==> config.mk <==
export PLATFORM = sky130hd
export DESIGN_NAME = adc_conv_sequencer
export DESIGN_NICKNAME = d
export VERILOG_FILES = /design/src/rtl/adc_seq_pkg.sv /design/src/rtl/adc_seq_clkdiv.sv /design/src/rtl/adc_seq_ctrl.sv /design/src/rtl/adc_seq_datapath.sv /design/src/rtl/adc_conv_sequencer.sv
export SDC_FILE = /design/constraint.sdc
export NUM_CORES = 1
export LEC_CHECK = 0
export BUFFER_PORTS_ARGS = -buffer_cell sky130_fd_sc_hd__buf_2
export CELL_PAD_IN_SITES_DETAIL_PLACEMENT = 0
export CELL_PAD_IN_SITES_GLOBAL_PLACEMENT = 1
export CORE_ASPECT_RATIO = 1.5
export CORE_MARGIN = 2
export CORE_UTILIZATION = 25
export DETAILED_ROUTE_END_ITERATION = 8
export PLACE_DENSITY_LB_ADDON = 0.1
export RECOVER_POWER = 25
export SYNTH_ARGS = -nofsm -noshare
export SYNTH_HDL_FRONTEND = slang
export SYNTH_SLANG_ARGS = --single-unit
==> constraint.sdc <==
create_clock -name clk -period 2.85 [get_ports clk]
set_input_delay 0.285 -clock clk [delete_from_list [all_inputs] [get_ports clk]]
set_output_delay 0.285 -clock clk [all_outputs]
set_load 0.01 [all_outputs]
==> src/rtl/adc_seq_pkg.sv <==
package adc_seq_pkg;
  localparam int STARTUP_CYC  = 6;
  localparam int BCT_CYC      = 25;
  localparam int PHASE_W      = 5;
  localparam int MAX_AVG_LOG2 = 5;
  localparam logic [4:0] STOP_CODE = 5'h1F;

  typedef enum logic [1:0] {ST_IDLE, ST_STARTUP, ST_LSAMP, ST_CONVERT} seqState_t;

  typedef struct packed {
    logic       clear;
    logic       take;
    logic       finish;
    logic [2:0] shift;
  } dpStrobe_t;

  function automatic logic [2:0] divLog2Of(input logic [15:0] cfg);
    if (cfg[6:5] == 2'b11 && cfg[1:0] == 2'b01) return 3'd4;
    return {1'b0, cfg[6:5]};
  endfunction

  function automatic logic [PHASE_W-1:0] lstOf(input logic [15:0] cfg);
    if (cfg[4]) return PHASE_W'(13) + PHASE_W'({cfg[9:8], 2'b00});
    return PHASE_W'(3) + PHASE_W'({cfg[9:8], 1'b0});
  endfunction

  function automatic logic [2:0] avgLog2Of(input logic en, input logic [15:0] cfg);
    if (en) return 3'd2 + {1'b0, cfg[15:14]};
    return 3'd0;
  endfunction
endpackage

==> src/rtl/adc_seq_clkdiv.sv <==
module adc_seq_clkdiv #(
  parameter int DIV_W = 4
) (
  input  logic       clk,
  input  logic       rstN,
  input  logic       run,
  input  logic       restart,
  input  logic [2:0] divLog2,
  output logic       tick
);
  logic [DIV_W-1:0] divCnt;
  logic [DIV_W-1:0] divLim;

  always_comb begin
    divLim = DIV_W'(((DIV_W+1)'(1) << divLog2) - (DIV_W+1)'(1));
    tick   = run && !restart && (divCnt == divLim);
  end

  always_ff @(posedge clk or negedge rstN) begin
    if (!rstN)                divCnt <= '0;
    else if (restart || !run) divCnt <= '0;
    else if (tick)            divCnt <= '0;
    else                      divCnt <= divCnt + 1'b1;
  end

  // for any divisor above one, ADC enables never come back to back
  p_tick_spacing_r2: assert property (@(posedge clk) disable iff (!rstN)
    (tick && divLog2 != 3'd0 && $stable(divLog2)) |=> !tick);
endmodule

==> src/rtl/adc_seq_ctrl.sv <==
module adc_seq_ctrl
  import adc_seq_pkg::*;
(
  input  logic        clk,
  input  logic        rstN,
  input  logic        startReq,
  input  logic [4:0]  chanCode,
  input  logic [15:0] cfgWord,
  input  logic        avgEnable,
  input  logic        contMode,
  input  logic        tick,
  output logic        busy,
  output logic        sampleTake,
  output logic        divRestart,
  output logic [2:0]  divLog2,
  output dpStrobe_t   strobe
);
  seqState_t                 state;
  logic [PHASE_W-1:0]        phaseCnt;
  logic [PHASE_W-1:0]        lstCyc;
  logic [MAX_AVG_LOG2:0]     sampleCnt;
  logic [2:0]                avgLog2;
  logic stopReq, startOk, phaseDone, takeNow, lastSample, finishNow, restartNow, loadNow;

  always_comb begin
    stopReq    = (chanCode == STOP_CODE);
    busy       = (state != ST_IDLE);
    startOk    = (state == ST_IDLE) && startReq && !stopReq;
    phaseDone  = busy && tick && !stopReq && (phaseCnt == '0);
    takeNow    = phaseDone && (state == ST_CONVERT);
    lastSample = (sampleCnt == ((MAX_AVG_LOG2+1)'(1) << avgLog2) - (MAX_AVG_LOG2+1)'(1));
    finishNow  = takeNow && lastSample;
    restartNow = finishNow && contMode;
    loadNow    = startOk || restartNow;
    sampleTake = takeNow;
    divRestart = startOk;
    strobe.clear  = startOk;
    strobe.take   = takeNow;
    strobe.finish = finishNow;
    strobe.shift  = avgLog2;
  end

  always_ff @(posedge clk or negedge rstN) begin
    if (!rstN) begin
      state     <= ST_IDLE;
      phaseCnt  <= '0;
      lstCyc    <= PHASE_W'(3);
      sampleCnt <= '0;
      avgLog2   <= '0;
      divLog2   <= '0;
    end else if (loadNow) begin
      divLog2   <= divLog2Of(cfgWord);
      lstCyc    <= lstOf(cfgWord);
      avgLog2   <= avgLog2Of(avgEnable, cfgWord);
      state     <= ST_STARTUP;
      phaseCnt  <= PHASE_W'(STARTUP_CYC - 1);
      sampleCnt <= '0;
    end else if (busy && tick) begin
      if (stopReq) begin
        state <= ST_IDLE;
      end else if (phaseCnt != '0) begin
        phaseCnt <= phaseCnt - 1'b1;
      end else begin
        case (state)
          ST_STARTUP: begin
            state    <= ST_LSAMP;
            phaseCnt <= lstCyc - 1'b1;
          end
          ST_LSAMP: begin
            state    <= ST_CONVERT;
            phaseCnt <= PHASE_W'(BCT_CYC - 1);
          end
          ST_CONVERT: begin
            if (lastSample) begin
              state <= ST_IDLE;
            end else begin
              sampleCnt <= sampleCnt + 1'b1;
              state     <= ST_LSAMP;
              phaseCnt  <= lstCyc - 1'b1;
            end
          end
          default: state <= ST_IDLE;
        endcase
      end
    end
  end

  // an accepted start makes the block busy on the next cycle
  p_start_busy_r3: assert property (@(posedge clk) disable iff (!rstN)
    (state == ST_IDLE && startReq && chanCode != STOP_CODE) |=> busy);
  // stop code at an ADC enable returns to idle
  p_stop_abort_r9: assert property (@(posedge clk) disable iff (!rstN)
    (busy && tick && chanCode == STOP_CODE) |=> !busy);
  // without continuous mode the last sample ends the conversion
  p_finish_idle_r8: assert property (@(posedge clk) disable iff (!rstN)
    (sampleTake && lastSample && !contMode) |=> !busy);
  // a phase never counts beyond the longest window
  p_phase_bound_r4: assert property (@(posedge clk) disable iff (!rstN)
    busy |-> (phaseCnt <= PHASE_W'(BCT_CYC - 1)));
endmodule

==> src/rtl/adc_seq_datapath.sv <==
module adc_seq_datapath
  import adc_seq_pkg::*;
#(
  parameter int CODE_W = 12,
  parameter int ACC_W  = CODE_W + MAX_AVG_LOG2
) (
  input  logic              clk,
  input  logic              rstN,
  input  dpStrobe_t         strobe,
  input  logic [CODE_W-1:0] sampleCode,
  output logic              resultValid,
  output logic [CODE_W-1:0] resultData
);
  logic [ACC_W-1:0] acc;
  logic [ACC_W-1:0] sum;
  logic [ACC_W-1:0] avgVal;

  always_comb begin
    sum    = acc + ACC_W'(sampleCode);
    avgVal = sum >> strobe.shift;
  end

  always_ff @(posedge clk or negedge rstN) begin
    if (!rstN) begin
      acc         <= '0;
      resultValid <= 1'b0;
      resultData  <= '0;
    end else begin
      resultValid <= 1'b0;
      if (strobe.clear) begin
        acc <= '0;
      end else if (strobe.take) begin
        if (strobe.finish) begin
          resultData  <= avgVal[CODE_W-1:0];
          resultValid <= 1'b1;
          acc         <= '0;
        end else begin
          acc <= sum;
        end
      end
    end
  end

  // result strobe lasts one cycle
  p_valid_single_r7: assert property (@(posedge clk) disable iff (!rstN)
    resultValid |=> !resultValid);
  // a result always follows a sample capture
  p_valid_after_take_r6: assert property (@(posedge clk) disable iff (!rstN)
    resultValid |-> $past(strobe.take));
  // accumulation never wraps for the allowed sample counts
  p_no_overflow_r6: assert property (@(posedge clk) disable iff (!rstN)
    (strobe.take && !strobe.clear) |-> (sum >= acc));
endmodule

==> src/rtl/adc_conv_sequencer.sv <==
module adc_conv_sequencer
  import adc_seq_pkg::*;
#(
  parameter int CODE_W = 12,
  parameter int DIV_W  = 4
) (
  input  logic              clk,
  input  logic              rstN,
  input  logic              startReq,
  input  logic [4:0]        chanCode,
  input  logic [15:0]       cfgWord,
  input  logic              avgEnable,
  input  logic              contMode,
  input  logic [CODE_W-1:0] sampleCode,
  output logic              sampleTake,
  output logic              busy,
  output logic              resultValid,
  output logic [CODE_W-1:0] resultData
);
  localparam int ACC_W = CODE_W + MAX_AVG_LOG2;

  logic       tick;
  logic       divRestart;
  logic [2:0] divLog2;
  dpStrobe_t  strobe;

  adc_seq_clkdiv #(.DIV_W(DIV_W)) uDiv (
    .clk(clk), .rstN(rstN), .run(busy), .restart(divRestart),
    .divLog2(divLog2), .tick(tick)
  );

  adc_seq_ctrl uCtrl (
    .clk(clk), .rstN(rstN), .startReq(startReq), .chanCode(chanCode),
    .cfgWord(cfgWord), .avgEnable(avgEnable), .contMode(contMode),
    .tick(tick), .busy(busy), .sampleTake(sampleTake),
    .divRestart(divRestart), .divLog2(divLog2), .strobe(strobe)
  );

  adc_seq_datapath #(.CODE_W(CODE_W), .ACC_W(ACC_W)) uDp (
    .clk(clk), .rstN(rstN), .strobe(strobe), .sampleCode(sampleCode),
    .resultValid(resultValid), .resultData(resultData)
  );
endmodule

# Word level (Yosys, flattened, before mapping)

Index checks and enable logic that the tools add are counted.

Flip-flop bits (word level): 58
Bits of input ports: 38
Output and inout bits: 15

Add/subtract/negate cells: 10
Eq/ne operators: 13
Shift-type cells: 3
Multiplexer cells: 38
Bitwise operators: 1
Reduce and logical (&&, ||, !) cells: 28

Operator list:

| cell                                             | number |
|---|---|
| two-way mux 17 bit                               | 3 |
| two-way mux 6 bit                                | 6 |
| two-way mux 5 bit                                | 7 |
| adder 17 x 12 -> 17 bit                          | 1 |
| >> shifter 17 x 3 -> 12 bit                      | 1 |
| one-hot mux 5 bit (3 select lines)               | 1 |
| two-way mux 3 bit                                | 4 |
| logical AND 1 bit                                | 11 |
| two-way mux 2 bit                                | 5 |
| nonzero test 5 bit                               | 2 |
| subtractor 5 x 1 -> 5 bit, second input constant | 2 |
| two-way mux 1 bit                                | 9 |
| two-way mux 4 bit                                | 2 |
| nonzero test 2 bit                               | 4 |
| adder 6 x 1 -> 6 bit, second input constant      | 1 |
| equality test 2 bit, second input constant       | 3 |
| equality test 6 bit                              | 1 |
| one-hot mux 2 bit (3 select lines)               | 1 |
| left shift 1 x 3 -> 6 bit, first input constant  | 1 |
| subtractor 6 x 1 -> 6 bit, second input constant | 1 |
| adder 4 x 4 -> 5 bit, first input constant       | 1 |
| equality test 5 bit, second input constant       | 1 |
| logical NOT 5 bit                                | 1 |
| AND reduction 5 bit                              | 1 |
| 18 further kinds                                 | 23 |

# Depth between registers and ports, before layout

Gate-level depths: netlist of run 1.

Depth in word-level cells: 15
Mapped depth: 14
Depth with buffers taken out: 13

# Modules after synthesis

Synthesis of run 1 repeated with hierarchy kept, for this count alone.

Cell total of the unflattened synthesis: 461
Area, all modules: 4321.6 um^2

By module, submodules not included:

| module           | times used | cells an instance | area each (um^2) |
|---|---|---|---|
| adc_seq_datapath | 1          | 277               | 2517.4 |
| adc_seq_ctrl     | 1          | 158               | 1512.7 |
| adc_seq_clkdiv   | 1          | 26                | 291.5 |

# Worst setup path after synthesis of run 1

Ideal clock, no wire load.

Path kind: reg2reg
Start: register uCtrl.avgLog2[0]
End: register uCtrl.state[1]
Library setup time: 0.096 ns
Data arrival time: 2.947 ns
Data required time: 2.754 ns
Path slack: -0.192 ns
Stages on the path, launching flop included: 15
Path buffers: 2
Period minus slack after synthesis: 3.042 ns
Path through: dfrtp_1 buf_1 inv_2 nor2_1 nand2_1 ha_1 or3_1 a21oi_1 nor3_1 o211a_2 nand2_4 inv_2 a21o_1 buf_4 a311oi_2

Word-level cells in the longest chain between the ends: 9
Elaborated cells between the ends (all ways): 15

RTL lines:

| what                               | line               | RTL |
|---|---|---|
| start, declared                    | adc_seq_ctrl.sv:22 | `logic [2:0] avgLog2;` |
| start signal, assigned             | adc_seq_ctrl.sv:54 | `avgLog2 <= avgLog2Of(avgEnable, cfgWord);` |
| left shift 1 x 3 -> 6 bit *        | adc_seq_ctrl.sv:31 | `lastSample = (sampleCnt == ((MAX_AVG_LOG2+1)'(1) << avgLog2) - (MAX_AVG_LOG2+1)'(1));` |
| subtractor 6 x 1 -> 6 bit *        | adc_seq_ctrl.sv:31 |  |
| equality test 6 bit *              | adc_seq_ctrl.sv:31 |  |
| two-way mux 2 bit                  | adc_seq_ctrl.sv:74 | `if (lastSample) begin` |
| one-hot mux 2 bit (3 select lines) | adc_seq_ctrl.sv:64 | `case (state)` |
| two-way mux 2 bit                  | adc_seq_ctrl.sv:61 | `end else if (phaseCnt != '0) begin` |
| two-way mux 2 bit                  | adc_seq_ctrl.sv:59 | `if (stopReq) begin` |
| two-way mux 2 bit                  | adc_seq_ctrl.sv:58 | `end else if (busy && tick) begin` |
| two-way mux 2 bit                  | adc_seq_ctrl.sv:51 | `end else if (loadNow) begin` |
| end signal, assigned               | adc_seq_ctrl.sv:55 | `state <= ST_STARTUP;` |
| end signal, assigned               | adc_seq_ctrl.sv:60 | `state <= ST_IDLE;` |
| end signal, assigned               | adc_seq_ctrl.sv:66 | `state <= ST_LSAMP;` |
| end, declared                      | adc_seq_ctrl.sv:18 | `seqState_t state;` |

Mark *: on every way between the ends. The rest lies on a longest branch, timed or not. The select of a mux whose other input is x is not followed.
A chain may end at the register's enable or synchronous reset.

# Worst setup path after layout of run 1

Start: register uDp.acc[0]
End: register uDp.resultData[8]

Word-level cells in the longest chain between the ends: 2

RTL lines:

| what                        | line                   | RTL |
|---|---|---|
| start, declared             | adc_seq_datapath.sv:14 | `logic [ACC_W-1:0] acc;` |
| start signal, assigned      | adc_seq_datapath.sv:38 | `acc <= sum;` |
| adder 17 x 12 -> 17 bit     | adc_seq_datapath.sv:19 | `sum = acc + ACC_W'(sampleCode);` |
| >> shifter 17 x 3 -> 12 bit | adc_seq_datapath.sv:20 | `avgVal = sum >> strobe.shift;` |
| end signal, assigned        | adc_seq_datapath.sv:34 | `resultData <= avgVal[CODE_W-1:0];` |
| end, declared               | adc_seq_datapath.sv:12 | `output logic [CODE_W-1:0] resultData` |

No other way between the ends.

==> impl_metrics.yaml, run 1 <==
pwr:
  leakage_uw: 0.002647
  power.total_uw: 4649
  power-per-cell-area_nw_per_um2: 826.7
  switching_share: 0.3981
  clockPowerShare: 0.240
  pwr-share-comb: 0.520
  ir_worst_vdd_mv: 0.3836
  seqPwrFrac: 0.239
  switchingPower_uw: 1851
  p_int_uw: 2798
timing:
  finalHoldViolCount: 0
  totalNegativeSetupSlack_ps: 0
  fin_ws_ps: 75.91
  rsz0062_at_grt: "yes"
  drv_slew: 58
  fin_crit_sh: 0.9734
  hold_slack_ps: 156.7
  clock.fmax_ghz: 0.3605
  finClkSkew_ps: 10.02
  relSlewSlack: -0.03581
  max_slew.worst_pin.slew_ps: 1554
  finalCriticalPeriod_ps: 2774
  finalSetupViolations: 0
routing:
  drtIter0Drc: 135
  routed_wl_um: 13160
  routedWlPerCell_um: 16.68
  routed_via_density: 4.847
  drc: 0
  via_count: 3824
  dr.pass1.iters: 4
  ant_nets: 0
finish:
  drive_above_1_share: 0.3230
  stdcell_count: 789
  layout_commonest_cell: "buf_4"
  n_fill_cell: 1760
  area_growth_pct: 34.02
  nNetsFinal: 636
  mostFrequentLayoutCells: "buf_4 (73), dfrtp_1 (56), nand2_1 (55)"
  diodes: 0
status:
  violations: "max-capacitance violations, max-slew violations"
  status: "finished, violations left"
floorplanning:
  initial_core_util: 0.2525
  rows: 58
  ios: 53
  die-area_um2: 17860
  core_um2: 16620
  dieWidth_um: 109.8
  die_h_um: 162.7
place:
  dpl.cell_count: 764
  place_congestion: 0.7995
  dpl_worst_slack_ps: -202.8
  portBuffers: 45
  dpl.hpwl_um: 10240
yosys:
  synth_warnings: 0
  syn_inst: 461
  synth_seq_cells: 57
  synth_area_leaders: "dfrtp_1 (33%), ha_1 (6.9%), nand2_1 (4.9%)"
  synth.top_cell.area_share: 0.3339
  avgSynthCellArea_um2: 9.103
  yosysSeqAreaShare: 0.3402
  yosysUniqueCellTypes: 73
  synth-edff-count: 0
  synthesis.area_um2: 4197
  yosys.area.top_type: "dfrtp_1"
  ys.flop_type: "dfrtp_1"
  syn-num-nets: 523
  synthArstFlopShare: 1.000
critical_path:
  rr_worst_depth: 11
  cp.arrival_ps: 2990
  reg2reg_to: "uDp.resultData[8]$_DFFE_PN0P_"
  crit_path_max_fanout: 4
  critPathRequiredTime_ps: 3070
  reg2reg_from: "uDp.acc[0]$_DFFE_PN0P_"
  ff2ff_setup_slack_ps: 80
  crit_path_start: "uDp.acc[0]$_DFFE_PN0P_"
  start_kind: "flip-flop"
  endpoint: "uDp.resultData[8]$_DFFE_PN0P_"
  worst-setup-path-type: "flip-flop to flip-flop"
  endpoint_kind: "flip-flop"
grt:
  grt_pass1_vias: 4133
  grt_first_pass_wirelength_um: 21340
  grt_max_degree: 58
  grt_overflow: 0
  met1_usage: 0.1725
  grtUsageMet3: 0.02441
  met2_usage: 0.2964
  grt.busiest_layer: "met2"
  antenna_found_initial: 0
  grt.total_usage: 0.1568
clocking:
  clk_latency_ps: 330
  clk_pin_slew_ps: 60
  cts_tree: "done"
  cts-root-buf: "clkbuf_16"
  ctsLongestPathBuffers: 2
  htreeDepth: 3
  cts_made_buffers: 9
  clkSinkCount: 57
min_path:
  hold_path_class: "input port to flip-flop"
  hold_depth: 2
job:
  drv_cap: 1
flip-flops by register name, summed over array words and instances, names as in the netlist:
name             flops
uCtrl.avgLog2        3
uCtrl.divLog2        3
uDp.acc             17
uCtrl.lstCyc         4
uCtrl.state          2
uDp.resultData      12
uCtrl.sampleCnt      6
uCtrl.phaseCnt       5
uDiv.divCnt          4
uDp.resultValid      1
cell families (layout without fill, tap and decap cells):
kind of cell / after synthesis / count (layout) / synth area share
mux: 23 / 23 / 0.07454
xor+xnor: 29 / 29 / 0.06231
flops: 57 / 57 / 0.3402
fa+ha+maj: 24 / 24 / 0.07335
buf+inv: 42 / 160 / 0.04383
simple gates: 156 / 156 / 0.1783
compound gates: 130 / 130 / 0.2275
cell usage after synthesis (3+ instances only):
library cell,instances
o21ai_0,10
buf_2,6
and2_1,4
inv_1,21
a31oi_1,7
and3_1,5
a21oi_1,21
ha_1,23
nand2_1,55
nand4_1,5
clkbuf_1,7
mux4_2,6
nand3_1,12
a211oi_1,5
inv_2,3
xnor2_1,17
nand2b_1,7
o21ai_1,17
o21a_1,6
nor2b_1,8
a21o_1,7
nor3_1,8
o211ai_1,8
o31ai_1,3
a22o_1,9
dfrtp_1,56
a211oi_2,4
o2111ai_1,4
or3_1,3
xor2_1,11
nor2_1,37
mux2i_1,14
power by group through the flow:
stage,combinational (uW),clock (uW),sequential [uW]
global placement,2300,0,1120
finish,2420,1120,1110
detailed placement,2310,0,1120
CTS,2350,1150,1110
global route,2670,1180,1140
floorplan,1520,0,1090
worst min path at each step:
stage                                    to                        start  slack (ps)
6_report        uCtrl.lstCyc[1]$_DFFE_PN1P_                   cfgWord[8]         160
5_1_grt         uCtrl.lstCyc[1]$_DFFE_PN1P_                   cfgWord[8]         150
4_1_cts         uCtrl.lstCyc[1]$_DFFE_PN1P_                   cfgWord[8]         140
3_5_place_dp    uCtrl.lstCyc[2]$_DFFE_PN0P_  uCtrl.lstCyc[2]$_DFFE_PN0P_         480
3_3_place_gp    uCtrl.lstCyc[2]$_DFFE_PN0P_  uCtrl.lstCyc[2]$_DFFE_PN0P_         470
2_1_floorplan  uCtrl.avgLog2[0]$_DFFE_PN0P_                         rstN         -10
timing repair:
action                     CTS  global route
gates resized for setup     12            18
hold buffers                 0             0
pin swaps                    8            13
setup endpoints to repair   14            36
gates cloned                 0             0
setup buffers                2             7
through the flow:
step / util / area [um^2]
4_1_cts: 0.3301 / 5485
6_report: 0.3384 / 5624
3_3_place_gp: 0.3068 / 5099
2_1_floorplan: - / 4199
3_5_place_dp: 0.3068 / 5099
5_1_grt: 0.3384 / 5624
worst max-delay path, cell delays in order (launching register included):
cell	delay (ps)
dfrtp_1	350
ha_2	190
inv_2	40
fa_2	340
nor2b_2	150
o2111ai_2	140
a21o_1	270
a21o_4	240
xnor2_4	160
mux2_4	280
a2111o_1	360
and3_1	140
per-layer routing:
metal  up-vias  routed length, um
li1       1908                  -
met1      1849               5391
met2        53               7185
met3        14                325
met4         0                259
met5         -                  0
final cells by class:
class / count / area, um^2 / share of cell area
Tap cell: 210 / 262.8 / 0.04672
Clock buffer: 11 / 252.7 / 0.04494
Clock inverter: 5 / 53.80 / 0.009566
Multi-Input combinational cell: 362 / 2730 / 0.4854
Sequential cell: 57 / 1428 / 0.2538
Timing Repair Buffer: 120 / 804.5 / 0.1430
Inverter: 24 / 92.59 / 0.01646
Note: power is estimated with default switching activity, not from simulation.
==> inputs of run 2 (changes only) <==
==> constraint.sdc (replaced) <==
create_clock -name clk -period 2.85 [get_ports clk]
set_input_delay 0.57 -clock clk [delete_from_list [all_inputs] [get_ports clk]]
set_output_delay 0.57 -clock clk [all_outputs]
set_load 0.01 [all_outputs]
==> impl_metrics.yaml, run 2 (synthesis results as in run 1) <==
status:
  status: "finished, violations left"
  violations: "max-capacitance violations, max-slew violations, negative setup slack"
clocking:
  cts_tree: "done"
  cts_made_buffers: 9
  clk_pin_slew_ps: 60
  clkSinkCount: 57
  cts-root-buf: "clkbuf_16"
  htreeDepth: 3
  clk_latency_ps: 330
  ctsLongestPathBuffers: 2
finish:
  area_growth_pct: 41.86
  n_fill_cell: 1754
  multi_input_area_um2: 2884
  largest_reg_flops: 17
  seqCellArea_um2: 1428
  mostFrequentLayoutCells: "buf_4 (87), dfrtp_1 (56), nand2_1 (51)"
  stdcell_count: 808
  regMostFlops: "uDp.acc"
  utilization: 0.3582
  diodes: 0
  nNetsFinal: 655
  layout_commonest_cell: "buf_4"
  drive_above_1_share: 0.3679
  reg_top3: "uDp.acc: 17 flops, uDp.resultData: 12 flops, uCtrl.sampleCnt: 6 flops"
place:
  place_congestion: 0.7934
  dpl.cell_count: 779
  dpl.hpwl_um: 10510
  portBuffers: 45
timing:
  finalCriticalPeriod_ps: 2881
  fin_crit_sh: 1.011
  clock.fmax_ghz: 0.3471
  totalNegativeSetupSlack_ps: -30.91
  finClkSkew_ps: 7.387
  rsz0062_at_grt: "yes"
  max_slew.worst_pin.slew_ps: 1536
  fin_ws_ps: -30.91
  drv_slew: 58
  hold_slack_ps: 443.2
  finalSetupViolations: 1
  finalHoldViolCount: 0
  relSlewSlack: -0.02424
floorplanning:
  die-area_um2: 17860
  rows: 58
  die_h_um: 162.7
  initial_core_util: 0.2525
  dieWidth_um: 109.8
  core_um2: 16620
  ios: 53
grt:
  grt_max_degree: 58
  grt_first_pass_wirelength_um: 22040
  grt.total_usage: 0.1624
  grt_pass1_vias: 4131
  grt_overflow: 0
  antenna_found_initial: 0
critical_path:
  critPathRequiredTime_ps: 2280
  cp.arrival_ps: 2310
  crit_path_max_fanout: 3
  start_kind: "flip-flop"
  endpoint_kind: "output port"
  worst-setup-path-type: "flip-flop to output port"
pwr:
  power-per-cell-area_nw_per_um2: 815.3
  leakage_uw: 0.002755
  ir_worst_vdd_mv: 0.4745
min_path:
  hold_path_class: "input port to flip-flop"
routing:
  via_count: 3926
  drtIter0Drc: 146
  routed_via_density: 4.859
  ant_nets: 0
  routed_wl_um: 13630
  drc: 0
  routedWlPerCell_um: 16.87
  dr.pass1.iters: 4
job:
  drv_cap: 1
==> run 2: through the flow <==
step           setup WS [ps]  instance area [um^2]  total power [uW]
2_1_floorplan          9.200                  4227              2621
3_3_place_gp          -349.4                  5251              3496
3_5_place_dp          -445.2                  5251              3508
4_1_cts               -65.90                  5718              4769
5_1_grt               -133.8                  5953              5224
6_report              -30.91                  5953              4853
==> run 2: final cells by class <==
class	instances	area share
clock buffer	10	0.04014
clock inverter	6	0.01114
inverter	24	0.01513
multi-input combinational	362	0.4844
sequential	57	0.2398
tap	210	0.04414
timing repair buffer	139	0.1652
==> run 2: path summary, 6_finish.rpt <==
path | depth (start not counted) | slack, ps | from | to
max in group asynchronous | 2 | 1230 | rstN | uDp.acc[14]$_DFFE_PN0P_
worst min-delay path | 2 | 440 | cfgWord[8] | uCtrl.lstCyc[1]$_DFFE_PN1P_
worst max-delay path | 8 | -30 | uCtrl.divLog2[0]$_DFFE_PN0P_ | sampleTake
min in group asynchronous | 2 | 700 | rstN | uDiv.divCnt[0]$_DFF_PN0_
worst min register to register | 2 | 480 | uCtrl.lstCyc[2]$_DFFE_PN0P_ | uCtrl.lstCyc[2]$_DFFE_PN0P_
worst max register to register | 15 | 30 | uCtrl.divLog2[0]$_DFFE_PN0P_ | uDp.acc[9]$_DFFE_PN0P_
==> run 2: what timing repair did <==
action                                  in CTS  in global routing
hold buffers                                 0                  0
buffers inserted                             9                  8
endpoints found under the setup margin      25                 47
gates resized for setup                     18                 34
pin swaps                                    8                 19
==> run 2: worst max-delay path, stage by stage, from the launching register on <==
cell	delay [ps]
dfrtp_1	370
or3_4	400
ha_4	180
xnor2_4	150
mux2i_2	170
a211oi_4	320
nand4_2	160
inv_2	120
buf_6	110
==> run 2: per-layer routing <==
metal / wire, um / track usage
met5: 0 / 0
met4: 312 / 0.05409
met3: 265 / 0.01801
met2: 7503 / 0.3028
met1: 5545 / 0.1874
==> run 2: where the power goes <==
| part | switching [uW] | total, uW | internal, uW |
|---|---|---|---|
| clock network | 412 | 1110 | 701 |
| registers | 143 | 1120 | 976 |
| logic | 1400 | 2620 | 1220 |
==> inputs of run 3 (changes only) <==
--- a/config.mk
+++ b/config.mk
@@ -9,8 +9,7 @@
 export CELL_PAD_IN_SITES_DETAIL_PLACEMENT = 0
 export CELL_PAD_IN_SITES_GLOBAL_PLACEMENT = 1
 export CORE_ASPECT_RATIO = 1.5
-export CORE_MARGIN = 2
-export CORE_UTILIZATION = 25
+export CORE_UTILIZATION = 41
 export DETAILED_ROUTE_END_ITERATION = 8
 export PLACE_DENSITY_LB_ADDON = 0.1
 export RECOVER_POWER = 25
==> impl_metrics.yaml, run 3 (synthesis results as in run 1) <==
status:
  violations: "negative setup slack"
  status: "finished, violations left"
grt:
  antenna_found_initial: 0
  grt_first_pass_wirelength_um: 19330
  grt_overflow: 0
  grt.total_usage: 0.2336
  grt_max_degree: 33
  grt_pass1_vias: 3977
finish:
  layout_commonest_cell: "buf_4"
  drive_above_1_share: 0.3425
  mostFrequentLayoutCells: "buf_4 (70), dfrtp_1 (56), nand2_1 (54)"
  reg_top3: "uDp.acc: 17 flops, uDp.resultData: 12 flops, uCtrl.sampleCnt: 6 flops"
  nNetsFinal: 641
  largest_reg_flops: 17
  diodes: 0
  regMostFlops: "uDp.acc"
  area_growth_pct: 35.66
routing:
  ant_nets: 0
  routed_via_density: 5.555
  routed_wl_um: 11840
  routedWlPerCell_um: 16.93
  dr.pass1.iters: 6
  drtIter0Drc: 201
  drc: 0
  via_count: 3883
clocking:
  cts_tree: "done"
  clkSinkCount: 57
  cts-root-buf: "clkbuf_16"
  cts_hold_buf: 0
  clk_pin_slew_ps: 50
  htreeDepth: 3
  clk_latency_ps: 330
  cts_made_buffers: 9
  ctsLongestPathBuffers: 2
timing:
  relSlewSlack: 0.009977
  fin_crit_sh: 1.034
  rsz0062_at_grt: "yes"
  finalSetupViolations: 12
  fin_ws_ps: -96.11
  totalNegativeSetupSlack_ps: -310.2
  max_slew.worst_pin.slew_ps: 1485
  finalHoldViolCount: 0
  finalCriticalPeriod_ps: 2946
  finClkSkew_ps: 7.297
  clock.fmax_ghz: 0.3394
  drv_slew: 0
critical_path:
  reg2reg_from: "uCtrl.divLog2[0]$_DFFE_PN0P_"
  start_kind: "flip-flop"
  reg2reg_to: "uCtrl.phaseCnt[1]$_DFFE_PN0P_"
  worst-setup-path-type: "flip-flop to output port"
  ff2ff_setup_slack_ps: -40
  endpoint_kind: "output port"
  rr_worst_depth: 15
  crit_path_max_fanout: 2
  cp.arrival_ps: 2380
  critPathRequiredTime_ps: 2280
min_path:
  hold_path_class: "input port to flip-flop"
  hold_depth: 2
  hp-start: "cfgWord[8]"
  min_to: "uCtrl.lstCyc[1]$_DFFE_PN1P_"
floorplanning:
  die_h_um: 125.9
  rows: 44
  ios: 53
  initial_core_util: 0.4282
  core_um2: 9799
  dieWidth_um: 84.61
  die-area_um2: 10650
pwr:
  leakage_uw: 0.002680
  ir_worst_vdd_mv: 0.4823
  power.total_uw: 4805
  power-per-cell-area_nw_per_um2: 844.0
place:
  dpl.hpwl_um: 9054
  portBuffers: 45
  dpl_worst_slack_ps: -292.8
  place_congestion: 0.8748
job:
  drv_cap: 0
## run 3: changes by cell type in the layout (fill, tap and decap cells not counted), sizes merged
cell | previous run | this run
inv | 25 | 24
clkinvlp | 3 | 1
bufinv | 1 | 3
buf | 138 | 122
clkbuf | 11 | 14
## run 3: what timing repair did
action | CTS | global route
hold endpoints to repair | 0 | 0
endpoints found under the setup margin | 19 | 49
gates cloned | 0 | 1
pin swaps | 6 | 9
setup buffers | 2 | 11
gates resized for setup | 9 | 36
## run 3: report_power, final
group	internal [uW]	total, uW	switching, uW
registers	976	1120	139
clock network	875	1250	371
logic	1130	2440	1320
total	2980	4800	1830
## run 3: per-layer routing
layer	part of all wire	track usage	vias to the layer above
met3	0.034	0.04456	22
li1	-	-	1913
met5	0	0	-
met2	0.56	0.4433	73
met4	0.022	0.07976	0
met1	0.39	0.2560	1875
## run 3: cell type report
class | count | area, um^2
inverters | 24 | 92.59
multi-input cells | 362 | 2783
fillers | 870 | 4106
flip-flops and latches | 57 | 1428
clock buffers | 11 | 242.7
clock inverters | 5 | 102.6
well taps | 115 | 143.9
repair buffers | 125 | 900.9
## run 3: stage by stage
stage          hold slack [ps]  cells  cell area, um^2  utilization
3_5_place_dp             470.2    669             5020       0.5123
2_1_floorplan            274.4    461             4227            -
5_1_grt                  451.8    699             5693       0.5810
4_1_cts                  277.1    687             5425       0.5536
6_report                 435.7    699             5693       0.5810
3_3_place_gp             467.0    669             5020       0.5123
## run 3: worst max-delay path by stage
stage | start | end | slack, ps | cells past startpoint
5_1_grt | uCtrl.divLog2[0]$_DFFE_PN0P_ | sampleTake | -170 | 9
3_5_place_dp | sampleCode[0] | uDp.resultData[8]$_DFFE_PN0P_ | -290 | 12
3_3_place_gp | sampleCode[0] | uDp.resultData[8]$_DFFE_PN0P_ | -260 | 12
6_report | uCtrl.divLog2[0]$_DFFE_PN0P_ | sampleTake | -100 | 9
2_1_floorplan | sampleCode[0] | uDp.resultData[8]$_DFFE_PN0P_ | 9 | 11
4_1_cts | uCtrl.divLog2[0]$_DFFE_PN0P_ | sampleTake | -90 | 9
## run 3: worst max-delay path: stages, from the launching register on
cell      delay [ps]
dfrtp_1          370
or3_4            400
ha_4             270
xor2_1           140
nand3_1          130
a211oi_4         250
nand4_2          180
inv_2            110
buf_6            110
buf_6             90
